===== src/rtl/ac97l_pkg.sv =====
package ac97l_pkg;
  localparam int SLOTS     = 12;
  localparam int TAG_W     = 16;
  localparam int SLOT_W    = 20;
  localparam int SLOT_NW   = 4;
  localparam int FRAME_LEN = TAG_W + SLOTS * SLOT_W;
  localparam int POS_W     = $clog2(FRAME_LEN);
  localparam int SYNC_LEN  = TAG_W;
  localparam int BIT_NW    = $clog2(SLOT_W);

  // slot index (0 = tag) that owns frame position p
  function automatic logic [SLOT_NW-1:0] slot_at(input logic [POS_W-1:0] p);
    if (int'(p) < TAG_W) return '0;
    return SLOT_NW'(1 + (int'(p) - TAG_W) / SLOT_W);
  endfunction

  // bit number inside the owning slot word; MSB goes out first
  function automatic logic [BIT_NW-1:0] bit_at(input logic [POS_W-1:0] p);
    if (int'(p) < TAG_W) return BIT_NW'(TAG_W - 1 - int'(p));
    return BIT_NW'(SLOT_W - 1 - (int'(p) - TAG_W) % SLOT_W);
  endfunction

  function automatic logic legal_slot(input logic [SLOT_NW-1:0] s);
    return (int'(s) >= 1) && (int'(s) <= SLOTS);
  endfunction
endpackage


===== src/rtl/ac97l_rstgen.sv =====
module ac97l_rstgen #(
  parameter int STAGES = 2
) (
  input  logic clk,
  input  logic rst_n,
  output logic link_rst_n
);
  logic [STAGES-1:0] sync_q;

  always_ff @(posedge clk or negedge rst_n) begin
    if (!rst_n) sync_q <= '0;
    else        sync_q <= {sync_q[STAGES-2:0], 1'b1};
  end

  assign link_rst_n = sync_q[STAGES-1];
endmodule


===== src/rtl/ac97l_timer.sv =====
module ac97l_timer
  import ac97l_pkg::*;
(
  input  logic             clk,
  input  logic             rst_n,
  input  logic             run,
  output logic [POS_W-1:0] pos,
  output logic             frm_sync,
  output logic             snap_evt
);
  localparam logic [POS_W-1:0] LAST = POS_W'(FRAME_LEN - 1);

  always_ff @(posedge clk or negedge rst_n) begin
    if (!rst_n)            pos <= LAST;
    else if (!run)         pos <= LAST;
    else if (pos == LAST)  pos <= '0;
    else                   pos <= pos + 1'b1;
  end

  assign frm_sync = run && ((pos == LAST) || (int'(pos) < SYNC_LEN - 1));
  assign snap_evt = run && (pos == LAST);
endmodule


===== src/rtl/ac97l_tx.sv =====
module ac97l_tx
  import ac97l_pkg::*;
(
  input  logic               clk,
  input  logic               rst_n,
  input  logic               run,
  input  logic [POS_W-1:0]   pos,
  input  logic               snap_evt,
  input  logic               codec_ready,
  input  logic               wr,
  input  logic [SLOT_NW-1:0] wr_slot,
  input  logic [SLOT_W-1:0]  wr_data,
  output logic [TAG_W-1:0]   cur_tag,
  output logic               ser_out
);
  logic [SLOTS:1]            pend_v;
  logic [SLOTS:1]            fvld_v;
  logic [SLOTS*SLOT_W-1:0]   frm_flat;
  logic                      launch;

  assign launch = snap_evt && codec_ready;

  for (genvar k = 1; k <= SLOTS; k++) begin : g_slot
    logic              hit;
    logic              pend_q;
    logic              fvld_q;
    logic [SLOT_W-1:0] hold_q;
    logic [SLOT_W-1:0] frm_q;

    assign hit = wr && (wr_slot == SLOT_NW'(k));

    always_ff @(posedge clk or negedge rst_n) begin
      if (!rst_n) begin
        pend_q <= 1'b0;
        fvld_q <= 1'b0;
        hold_q <= '0;
        frm_q  <= '0;
      end else begin
        if (hit) hold_q <= wr_data;
        if (snap_evt) fvld_q <= launch && pend_q;
        if (launch) frm_q <= hold_q;
        if (hit)         pend_q <= 1'b1;
        else if (launch) pend_q <= 1'b0;
      end
    end

    assign pend_v[k] = pend_q;
    assign fvld_v[k] = fvld_q;
    assign frm_flat[(k-1)*SLOT_W +: SLOT_W] = frm_q;
  end

  always_comb begin
    cur_tag = '0;
    cur_tag[TAG_W-1] = |fvld_v;
    for (int k = 1; k <= SLOTS; k++) cur_tag[TAG_W-1-k] = fvld_v[k];
  end

  logic [SLOT_NW-1:0] cur_slot;
  logic [BIT_NW-1:0]  cur_bit;
  logic               ser_bit;

  always_comb begin
    cur_slot = slot_at(pos);
    cur_bit  = bit_at(pos);
    ser_bit  = 1'b0;
    if (cur_slot == '0)
      ser_bit = cur_tag[cur_bit[$clog2(TAG_W)-1:0]];
    else if (fvld_v[cur_slot])
      ser_bit = frm_flat[(int'(cur_slot) - 1) * SLOT_W + int'(cur_bit)];
  end

  assign ser_out = run && ser_bit;
endmodule


===== src/rtl/ac97l_rx.sv =====
module ac97l_rx
  import ac97l_pkg::*;
(
  input  logic               clk,
  input  logic               rst_n,
  input  logic               run,
  input  logic [POS_W-1:0]   pos,
  input  logic               ser_in,
  output logic               slot_end,
  output logic               rx_valid,
  output logic [SLOT_NW-1:0] rx_slot,
  output logic [SLOT_W-1:0]  rx_data,
  output logic               codec_ready
);
  logic                smp;
  logic [SLOT_W-1:0]   sh;
  logic [SLOT_W-1:0]   word;
  logic [TAG_W-1:0]    tag_q;
  logic [SLOT_NW-1:0]  cur_slot;

  always_ff @(negedge clk or negedge rst_n) begin
    if (!rst_n) smp <= 1'b0;
    else        smp <= ser_in;
  end

  assign cur_slot = slot_at(pos);
  assign slot_end = run && (bit_at(pos) == '0);
  assign word     = {sh[SLOT_W-2:0], smp};

  always_ff @(posedge clk or negedge rst_n) begin
    if (!rst_n) begin
      sh          <= '0;
      tag_q       <= '0;
      codec_ready <= 1'b0;
      rx_valid    <= 1'b0;
      rx_slot     <= '0;
      rx_data     <= '0;
    end else begin
      rx_valid <= 1'b0;
      if (!run) begin
        sh          <= '0;
        tag_q       <= '0;
        codec_ready <= 1'b0;
      end else begin
        sh <= word;
        if (slot_end) begin
          if (cur_slot == '0) begin
            tag_q       <= word[TAG_W-1:0];
            codec_ready <= word[TAG_W-1];
          end else if (tag_q[TAG_W-1-int'(cur_slot)]) begin
            rx_valid <= 1'b1;
            rx_slot  <= cur_slot;
            rx_data  <= word;
          end
        end
      end
    end
  end
endmodule


===== src/rtl/ac97l_link.sv =====
module ac97l_link
  import ac97l_pkg::*;
#(
  parameter int RST_STAGES = 2
) (
  input  logic               bit_clk,
  input  logic               rst_n,
  output logic               link_rst_n,
  output logic               frm_sync,
  output logic               ser_out,
  input  logic               ser_in,
  input  logic               tx_wr,
  input  logic [SLOT_NW-1:0] tx_slot,
  input  logic [SLOT_W-1:0]  tx_data,
  output logic               rx_valid,
  output logic [SLOT_NW-1:0] rx_slot,
  output logic [SLOT_W-1:0]  rx_data,
  output logic               codec_ready
);
  logic [POS_W-1:0] pos;
  logic             snap_evt;
  logic             slot_end;
  logic [TAG_W-1:0] cur_tag;
  logic             tx_ok;

  assign tx_ok = tx_wr && legal_slot(tx_slot);

  ac97l_rstgen #(.STAGES(RST_STAGES)) u_rst (
    .clk(bit_clk), .rst_n(rst_n), .link_rst_n(link_rst_n)
  );

  ac97l_timer u_tim (
    .clk(bit_clk), .rst_n(rst_n), .run(link_rst_n),
    .pos(pos), .frm_sync(frm_sync), .snap_evt(snap_evt)
  );

  ac97l_tx u_tx (
    .clk(bit_clk), .rst_n(rst_n), .run(link_rst_n), .pos(pos),
    .snap_evt(snap_evt), .codec_ready(codec_ready),
    .wr(tx_ok), .wr_slot(tx_slot), .wr_data(tx_data),
    .cur_tag(cur_tag), .ser_out(ser_out)
  );

  ac97l_rx u_rx (
    .clk(bit_clk), .rst_n(rst_n), .run(link_rst_n), .pos(pos),
    .ser_in(ser_in), .slot_end(slot_end),
    .rx_valid(rx_valid), .rx_slot(rx_slot), .rx_data(rx_data),
    .codec_ready(codec_ready)
  );
endmodule


===== config.mk =====
export PLATFORM = sky130hd
export DESIGN_NAME = ac97l_link
export DESIGN_NICKNAME = d
export VERILOG_FILES = /design/src/rtl/ac97l_pkg.sv /design/src/rtl/ac97l_rstgen.sv /design/src/rtl/ac97l_timer.sv /design/src/rtl/ac97l_tx.sv /design/src/rtl/ac97l_rx.sv /design/src/rtl/ac97l_link.sv
export SDC_FILE = /design/constraint.sdc
export NUM_CORES = 1
export LEC_CHECK = 0
export BUFFER_PORTS_ARGS = -buffer_cell sky130_fd_sc_hd__buf_4
export CORE_MARGIN = 2
export CORE_UTILIZATION = 48
export CTS_BUF_LIST = sky130_fd_sc_hd__clkbuf_2
export CTS_CLUSTER_DIAMETER = 60
export DETAILED_ROUTE_END_ITERATION = 8
export HOLD_SLACK_MARGIN = 0.06
export PLACE_DENSITY = 0.68
export SYNTH_ARGS = -nofsm -noshare
export SYNTH_HDL_FRONTEND = slang
export SYNTH_SLANG_ARGS = --single-unit

===== constraint.sdc =====
create_clock -name bit_clk -period 12.2 [get_ports bit_clk]
set_clock_uncertainty 0.2 [all_clocks]
set_input_delay 0.61 -clock bit_clk [delete_from_list [all_inputs] [get_ports bit_clk]]
set_output_delay 0.61 -clock bit_clk [all_outputs]
set_load 0.01 [all_outputs]

* After elaboration in Yosys (flattened, before gate mapping) *
Cells that the tools add are included.

word-level totals
  bits in registers = 576
  output and inout bits = 29
  word-level logic and storage cells = 184

operators by class
  add/subtract/negate cells = 8
  multiply operators = 1
  div/mod/pow operators = 2
  order comparisons = 8
  equal/unequal tests = 15
  muxes and demuxes = 43
  bitwise operators = 1
  reduce and logical (&&, ||, !) cells = 49

operators with widths
  kind                   number
  $mux 16                3
  $add 32x6->32          1
  $div 32x6->32 const B  1
  $lt 32x10->1 const B   1
  $lt 32x6->1 const B    1
  $mod 32x6->32 const B  1
  $mul 32x4->30 const B  1
  $logic_and 1x1->1      31
  $mux 1                 29
  $reduce_bool 2->1      12
  $eq 4x4->1 const B     5
  $mux 19                1
  $eq 4x3->1 const B     4
  $mux 8                 2
  $bmux 1 s4             3
  $reduce_or 12->1       1
  $lt 4x5->1 const B     2
  $mux 5                 2
  $sub 8x5->9 const B    1
  $add 8x1->8 const B    1
  $bmux 1 s8             1
  $eq 4x2->1 const B     2
  $eq 8x8->1 const B     1
  $lt 8x4->1 const B     1
  other kinds (18)       19

* Depth between registers and ports, before layout *
Gate-level depths: netlist of run 1.

  depth after elaboration = 13
  depth in mapped cells = 34
  gate-level depth less buffers = 28

* By module *
A second synthesis of run 1 with hierarchy kept.

unflattened totals
  cell total of the unflattened synthesis = 2644
  area total of the unflattened synthesis = 27211.1 um^2

by module, submodules not included
  module        instances  cells an instance  area an instance (um^2)
  ac97l_tx      1          2222               22958.3
  ac97l_rx      1          376                3757.4
  ac97l_timer   1          40                 420.4
  ac97l_rstgen  1          3                  53.8
  ac97l_link    1          3                  21.3

==> summary.txt, run 1 <==
Clock tree
  – Longest Clk Path Bufs: 3
  – TritonCTS clock tree: built
  – Setup repair bufs after CTS: 0
  – Clock Sinks: 575
  – Num CTS Buffers: 146
  – Worst-path clk slew: 0.10 ns
  – Root Buffer: clkbuf_2
  – Worst skew pair latency: 1.14 ns
  – CTS H-tree lvls: 4

Die
  – Initial core utilization: 48.4%
  – Boundary Pins: 57
  – DIE HEIGHT: 234 um
  – FP Rows: 84
  – Die area: 54,600 um^2
  – Core region area: 52,300 um^2
  – Horiz. Die Dim: 234 um

Logic synthesis
  – Gate Count Post-Synth: 2,266
  – Yosys top cell by area: dfrtp_1
  – Yosys warning total: 0
  – Yosys top cell area share: 55.9%
  – Number of synthesized flops with an enable pin: 0
  – Net Count, Synth: 2,316
  – Netlist Area Pre-Place: 25,300 um^2
  – Register bit total from synthesis: 575
  – Seq/Total Area, Yosys: 56.9%
  – Post-Syn Area per Cell: 11.2 um^2
  – Yosys cell types: 79
  – Async S/R FF share, synth: 100%
  – Main flop type after synthesis: dfrtp_1
  – Top post-synthesis cells by area: dfrtp_1, nand2_1, mux2_2, mux4_2, mux2i_1

Worst hold path
  – Hold Path Class: flop to flop

Route
  – DR vias: 17,384
  – WL final: 62,500 um
  – Iter 0 DRT Violations: 1,499
  – Via density: 5.51
  – Drt pass-1 iters: 5
  – WL per Instance: 19.8 um
  – Drt drc: 0
  – Remaining antenna violation count: 0

GRT
  – Vias in the first global route: 17,516
  – GRT overflow: 0
  – Largest net degree at the start of global routing: 246
  – First-pass GRT wire length: 98,000 um
  – Antenna violations before repair: 3
  – All-Layer GR Usage: 23.4%

Job
  – Max Cap Viol: 0

Finish
  – Layout cells sized above 1: 26.5%
  – Area Overhead vs Synth: 10.3%
  – FILL cells: 4,601
  – Most frequent cells in the layout: nand2_1, dfrtp_1, mux2_2
  – Most common cell after layout, fill and taps aside: nand2_1
  – Final std cells w/o fill: 3,156
  – Nets: 2,436

Timing
  – Max-slew violation count: 0
  – Setup TNS: 0 ns
  – RSZ-0062 raised after global routing: false
  – Hold slack: 0.159 ns
  – Setup Viol. Count Final: 0
  – Final Cycle Share: 89.5%
  – Tmin final: 10.92 ns
  – Fin. Hold Viols: 0
  – Max Fclk: 0.0916 GHz
  – Measured slew at the worst slew-check pin: 1.15 ns
  – Relative slew slack: 23.3%

Worst setup path
  – Worst path slowest cell: fa_1
  – Worst Setup Start Kind: flop
  – Worst EP arrival: 10.11 ns
  – CP required: 11.39 ns
  – Crit-path most repeated cell: ha_1
  – Maximum fanout along the worst path: 21
  – Slowest Stage Delay on Critical Path: 0.81 ns
  – Worst setup EP type: output port
  – Crit Path Class: flop to output port

Place
  – Placed instance count: 2,892
  – Global placement routability congestion: 0.874
  – Number of port buffers: 56
  – Post-DP HPWL: 37,900 um

Power
  – Total power: 8.20 mW
  – LEAKAGE: 14.0 nW
  – Worst vdd rail ir drop: 0.833 mV
  – P per Cell Area: 294 nW/um^2

Status
  – Status: finished clean
==> critical path: cells and delay by family (launching register included) <==
| kind | cells | cell delay, ns |
|---|---|---|
| compound gates | 8 | 2.15 |
| fa+ha+maj | 5 | 2.22 |
| buf+inv | 6 | 1.31 |
| flops | 1 | 0.78 |
| mux | 1 | 0.50 |
| simple gates | 7 | 2.00 |
==> per-stage QoR <==
step	utilization [%]	instance area (um^2)	setup slack (ns)
floorplan	-	25300	3.54
global placement	50.3	26300	2.26
detailed placement	50.3	26300	2.00
CTS	53.4	27900	0.735
global route	53.4	27900	0.462
finish	53.4	27900	1.28
==> timing repair <==
| action | in CTS | in global routing |
|---|---|---|
| hold buffers | 34 | 0 |
| hold endpoints to repair | 405 | 0 |
| setup endpoints to repair | 0 | 1 |
| gates resized for setup | 0 | 1 |
==> synthesized netlist by cell type, types with 9 or more instances <==
master,instances
nor2_1,39
mux4_2,53
a21o_1,11
buf_2,10
nand2_1,793
xnor2_1,20
a22oi_1,14
a21oi_1,18
inv_1,31
o21ai_0,36
buf_1,24
and2_1,9
mux2_4,19
clkbuf_1,106
nand3_1,18
ha_1,20
mux2i_1,43
dfrtp_1,566
nor3_1,13
mux2_2,243
a22o_1,20
==> cells by family after synthesis <==
kind of cell               share of synthesized area [%]
other                                             0.0148
AOI/OAI and AO/OA                                   4.95
DFF                                                 56.9
and+or+nand+nor                                     14.6
adders and majority gates                           1.23
muxes                                               18.5
xor gates and xnor gates                           0.934
buffers and inverters                               2.93
==> metal layers <==
metal	track usage, %	wire, um	vias up
li1	-	-	7913
met1	32.6	27900	8849
met2	36.3	29100	520
met3	5.54	4060	98
met4	8.01	1450	4
met5	0	23	-
==> registers in the layout (all words and copies together) (netlist names) <==
| name | count |
|---|---|
| u_tx.g_slot.hold_q | 240 |
| u_rx.smp | 1 |
| u_rx.rx_valid | 1 |
| u_tim.pos | 8 |
| u_tx.g_slot.pend_q | 12 |
| u_tx.g_slot.frm_q | 240 |
| u_rx.rx_data | 20 |
| u_rx.sh | 19 |
| u_tx.g_slot.fvld_q | 12 |
| u_rx.rx_slot | 4 |
| u_rst.sync_q | 2 |
| u_rx.tag_q | 16 |
==> layout make-up <==
| class | count | area [um^2] | share of cell area, % |
|---|---|---|---|
| Inverter | 36 | 145 | 0.520 |
| Multi-Input combinational cell | 1508 | 10200 | 36.7 |
| Clock inverter | 26 | 250 | 0.896 |
| Antenna cell | 1 | 2.50 | 0.00896 |
| Clock buffer | 203 | 1020 | 3.64 |
| Timing Repair Buffer | 119 | 1020 | 3.64 |
| Tap cell | 688 | 861 | 3.08 |
| Sequential cell | 575 | 14400 | 51.5 |
==> power breakdown <==
group	total [mW]	internal (mW)	switching (mW)
Clock	1.30	0.546	0.753
Sequential	2.26	2.12	0.134
Combinational	4.65	1.75	2.90
==> path summary, 6_finish.rpt <==
| check | endpoint | cells after the start | from | slack [ns] |
|---|---|---|---|---|
| max | ser_out | 27 | u_tim.pos[4] | 1.28 |
| min | u_rst.sync_q[1] | 0 | u_rst.sync_q[0] | 0.16 |
| max reg2reg | u_rx.rx_data[19] | 22 | u_tim.pos[4] | 4.27 |
| min reg2reg | u_rst.sync_q[1] | 0 | u_rst.sync_q[0] | 0.16 |
| max in group asynchronous | u_rx.smp | 3 | rst_n | 5.19 |
| min in group asynchronous | u_tim.pos[7] | 3 | rst_n | 0.46 |
Power figures use the tool's default switching activity.
==> run 2: changes to the inputs <==
CORE_UTILIZATION = 35   (was 48)
PLACE_DENSITY = 0.54   (was 0.68)
==> summary.txt, run 2 (same netlist as run 1, synthesis figures left out) <==
Status
  – Status: finished clean

Worst setup path
  – CP required: 11.39 ns (about the same)
  – Reg2Reg Setup Slack: 4.26 ns (about the same)
  – R2R Path Start: u_tim.pos[4]
  – R2r worst-path depth: 22 (unchanged)
  – Reg2reg end: u_rx.rx_data[19]
  – Worst setup EP type: output port
  – Worst setup endpoint: ser_out
  – Maximum fanout along the worst path: 21 (unchanged)
  – Crit Path Class: flop to output port
  – Worst EP arrival: 10.42 ns (+0.31 ns)
  – Critical Path Start: u_tim.pos[4]
  – Worst Setup Start Kind: flop

Timing
  – Relative slew slack: 25.5% (+2.2 points)
  – Final setup margin: 0.968 ns (-0.316 ns)
  – Setup TNS: 0 ns (unchanged)
  – RSZ-0062 raised after global routing: false
  – Fin. Hold Viols: 0 (unchanged)
  – Hold slack: 0.153 ns (-0.00564 ns)
  – Measured slew at the worst slew-check pin: 1.12 ns (-0.0331 ns)
  – Tmin final: 11.23 ns (+0.316 ns)
  – Max Fclk: 0.0890 GHz (-2.8%)
  – Setup Viol. Count Final: 0 (unchanged)
  – Max-slew violation count: 0 (unchanged)
  – Final Cycle Share: 92.1% (+2.6 points)

Route
  – Iter 0 DRT Violations: 1,253 (-16%)
  – Remaining antenna violation count: 0 (unchanged)
  – WL per Instance: 19.5 um (-1.7%)
  – WL final: 67,400 um (+7.9%)
  – DR vias: 17,418 (+0.20%)
  – Drt drc: 0 (unchanged)
  – Via density: 5.03 (-8.7%)
  – Drt pass-1 iters: 5 (unchanged)

Worst hold path
  – Hold Path Class: flop to flop

Power
  – Sequential power share: 27.6% (about the same)
  – Net load switching power: 3.77 mW (-0.47%)
  – P per Cell Area: 286 nW/um^2 (-2.5%)
  – LEAKAGE: 14.1 nW (+1.1%)
  – Comb pwr share: 56.3% (-0.3 points)
  – Clock power frac: 16.1% (+0.3 points)
  – Worst vdd rail ir drop: 1.02 mV (+23%)
  – P_int: 4.41 mW (about the same)
  – Sw frac: 46.0% (-0.096 points)
  – Total power: 8.18 mW (-0.27%)

Clock tree
  – TritonCTS clock tree: built
  – Setup repair bufs after CTS: 0 (unchanged)
  – Longest Clk Path Bufs: 3 (unchanged)
  – Num CTS Buffers: 152 (+4.1%)
  – Resized Gates After CTS: 0 (unchanged)
  – Worst-path clk slew: 0.08 ns (-0.02 ns)
  – Root Buffer: clkbuf_2
  – Clock Sinks: 575 (unchanged)
  – CTS H-tree lvls: 4 (unchanged)
  – Worst skew pair latency: 1.26 ns (+0.12 ns)

Finish
  – Area Overhead vs Synth: 12.8%
  – FILL cells: 7,015 (+52%)
  – Nets: 2,467 (+1.3%)
  – Layout cells sized above 1: 26.6% (+0.10 points)
  – Top Registers: u_tx.g_slot.frm_q: 240 flops, u_tx.g_slot.hold_q: 240 flops, u_rx.rx_data: 20 flops
  – Most frequent cells in the layout: nand2_1, dfrtp_1, mux2_2
  – Final instance area: 28,600 um^2 (+2.3%)
  – Most common cell after layout, fill and taps aside: nand2_1

GRT
  – Vias in the first global route: 17,911 (+2.3%)
  – Largest net degree at the start of global routing: 189 (-23%)
  – First-pass GRT wire length: 105,000 um (+7.5%)
  – GRT overflow: 0 (unchanged)
  – All-Layer GR Usage: 18.5% (-4.9 points)
  – Antenna violations before repair: 7 (+4)

Die
  – Horiz. Die Dim: 273 um (+17%)
  – FP Rows: 98 (+17%)
  – Core region area: 71,600 um^2 (+37%)
  – Boundary Pins: 57 (unchanged)
  – DIE HEIGHT: 273 um (+17%)
  – Die area: 74,500 um^2 (+36%)
  – Initial core utilization: 35.4% (-13 points)

Job
  – Max Cap Viol: 0 (unchanged)

Place
  – Post-Place Worst Slack: 2.33 ns (+0.328 ns)
  – Area post-placement: 26,600 um^2 (+1.2%)
  – Post-DP HPWL: 40,000 um (+5.4%)
  – Number of port buffers: 56 (unchanged)
  – Global placement routability congestion: 0.869 (-0.57%)
-- run 2: cell count changes in the layout (fill, tap and decap cells not counted), sizes merged --
cell	delta
bufinv	-2
clkbuf	+12
clkinv	+9
buf	-4
dlygate4sd3	+29
diode	+2
clkinvlp	-1
-- run 2: worst min-delay path by stage --
| stage | to | startpoint | depth (start not counted) | slack, ns |
|---|---|---|---|---|
| final | u_rst.sync_q[1] | u_rst.sync_q[0] | 0 | 0.15 |
| after global routing | u_rst.sync_q[1] | u_rst.sync_q[0] | 0 | 0.17 |
| after CTS | u_tx.g_slot[12].pend_q | tx_slot[3] | 5 | 0.11 |
| after detailed placement | u_rst.sync_q[1] | u_rst.sync_q[0] | 0 | 0.14 |
| after global placement | u_rst.sync_q[1] | u_rst.sync_q[0] | 0 | 0.14 |
| after floorplan | u_rst.sync_q[0] | rst_n | 0 | 0.11 |
-- run 2: power by group through the flow --
stage / clock [mW] / sequential [mW] / combinational (mW)
global placement: 0 / 2.28 / 4.38
floorplan: 0 / 2.25 / 3.57
global route: 1.48 / 2.29 / 5.00
CTS: 1.38 / 2.26 / 4.56
detailed placement: 0 / 2.30 / 4.52
finish: 1.32 / 2.26 / 4.61
-- run 2: per-stage QoR --
step | utilization (%) | std cells
6_report | 39.9 | 3463
5_1_grt | 39.9 | 3461
4_1_cts | 39.9 | 3460
3_5_place_dp | 37.2 | 3150
3_3_place_gp | 37.2 | 3150
2_1_floorplan | - | 2266
-- run 2: area by class of cell --
class	instances	area, um^2	share of cell area [%]
well taps	950	1190	4.16
multi-input cells	1508	10200	35.9
flip-flops and latches	575	14400	50.4
diodes	3	7.51	0.0263
clock inverters	32	220	0.771
inverters	36	144	0.504
repair buffers	144	1290	4.51
clock buffers	215	1080	3.77
-- run 2: layer usage --
metal | part of all wire, % | track usage (%) | up-vias
met3 | 5.9 | 4.62 | 112
met5 | 0.039 | 0 | -
met2 | 46 | 28.4 | 454
met1 | 45 | 25.2 | 8840
li1 | - | - | 8008
met4 | 2.5 | 7.58 | 4
-- run 2: worst max-delay path, cell delays in order (launching register included) --
cell and delay, ns:
dfstp_2 0.79, inv_1 0.13, ha_1 0.29, or3b_1 0.63, o21ai_0 0.35, nand2_2 0.25, a31oi_1 0.10, o211a_1 0.25
o211ai_2 0.63, inv_4 0.22, ha_1 0.35, nor2_1 0.10, a21oi_1 0.06, ha_1 0.45, and2_1 0.36, clkinv_1 0.31
ha_1 0.36, inv_1 0.08, fa_1 0.80, clkinv_1 0.37, nor2_1 0.49, a22o_1 0.24, a221oi_1 0.06, mux4_2 0.50
nor2_1 0.13, nor4_1 0.09, o31ai_1 0.52, buf_4 0.23
-- run 2: what timing repair did --
| item | 4_1_cts | 5_1_grt |
|---|---|---|
| setup endpoints to repair | 0 | 0 |
| endpoints found under the hold margin | 680 | 0 |
| hold buffers | 63 | 0 |
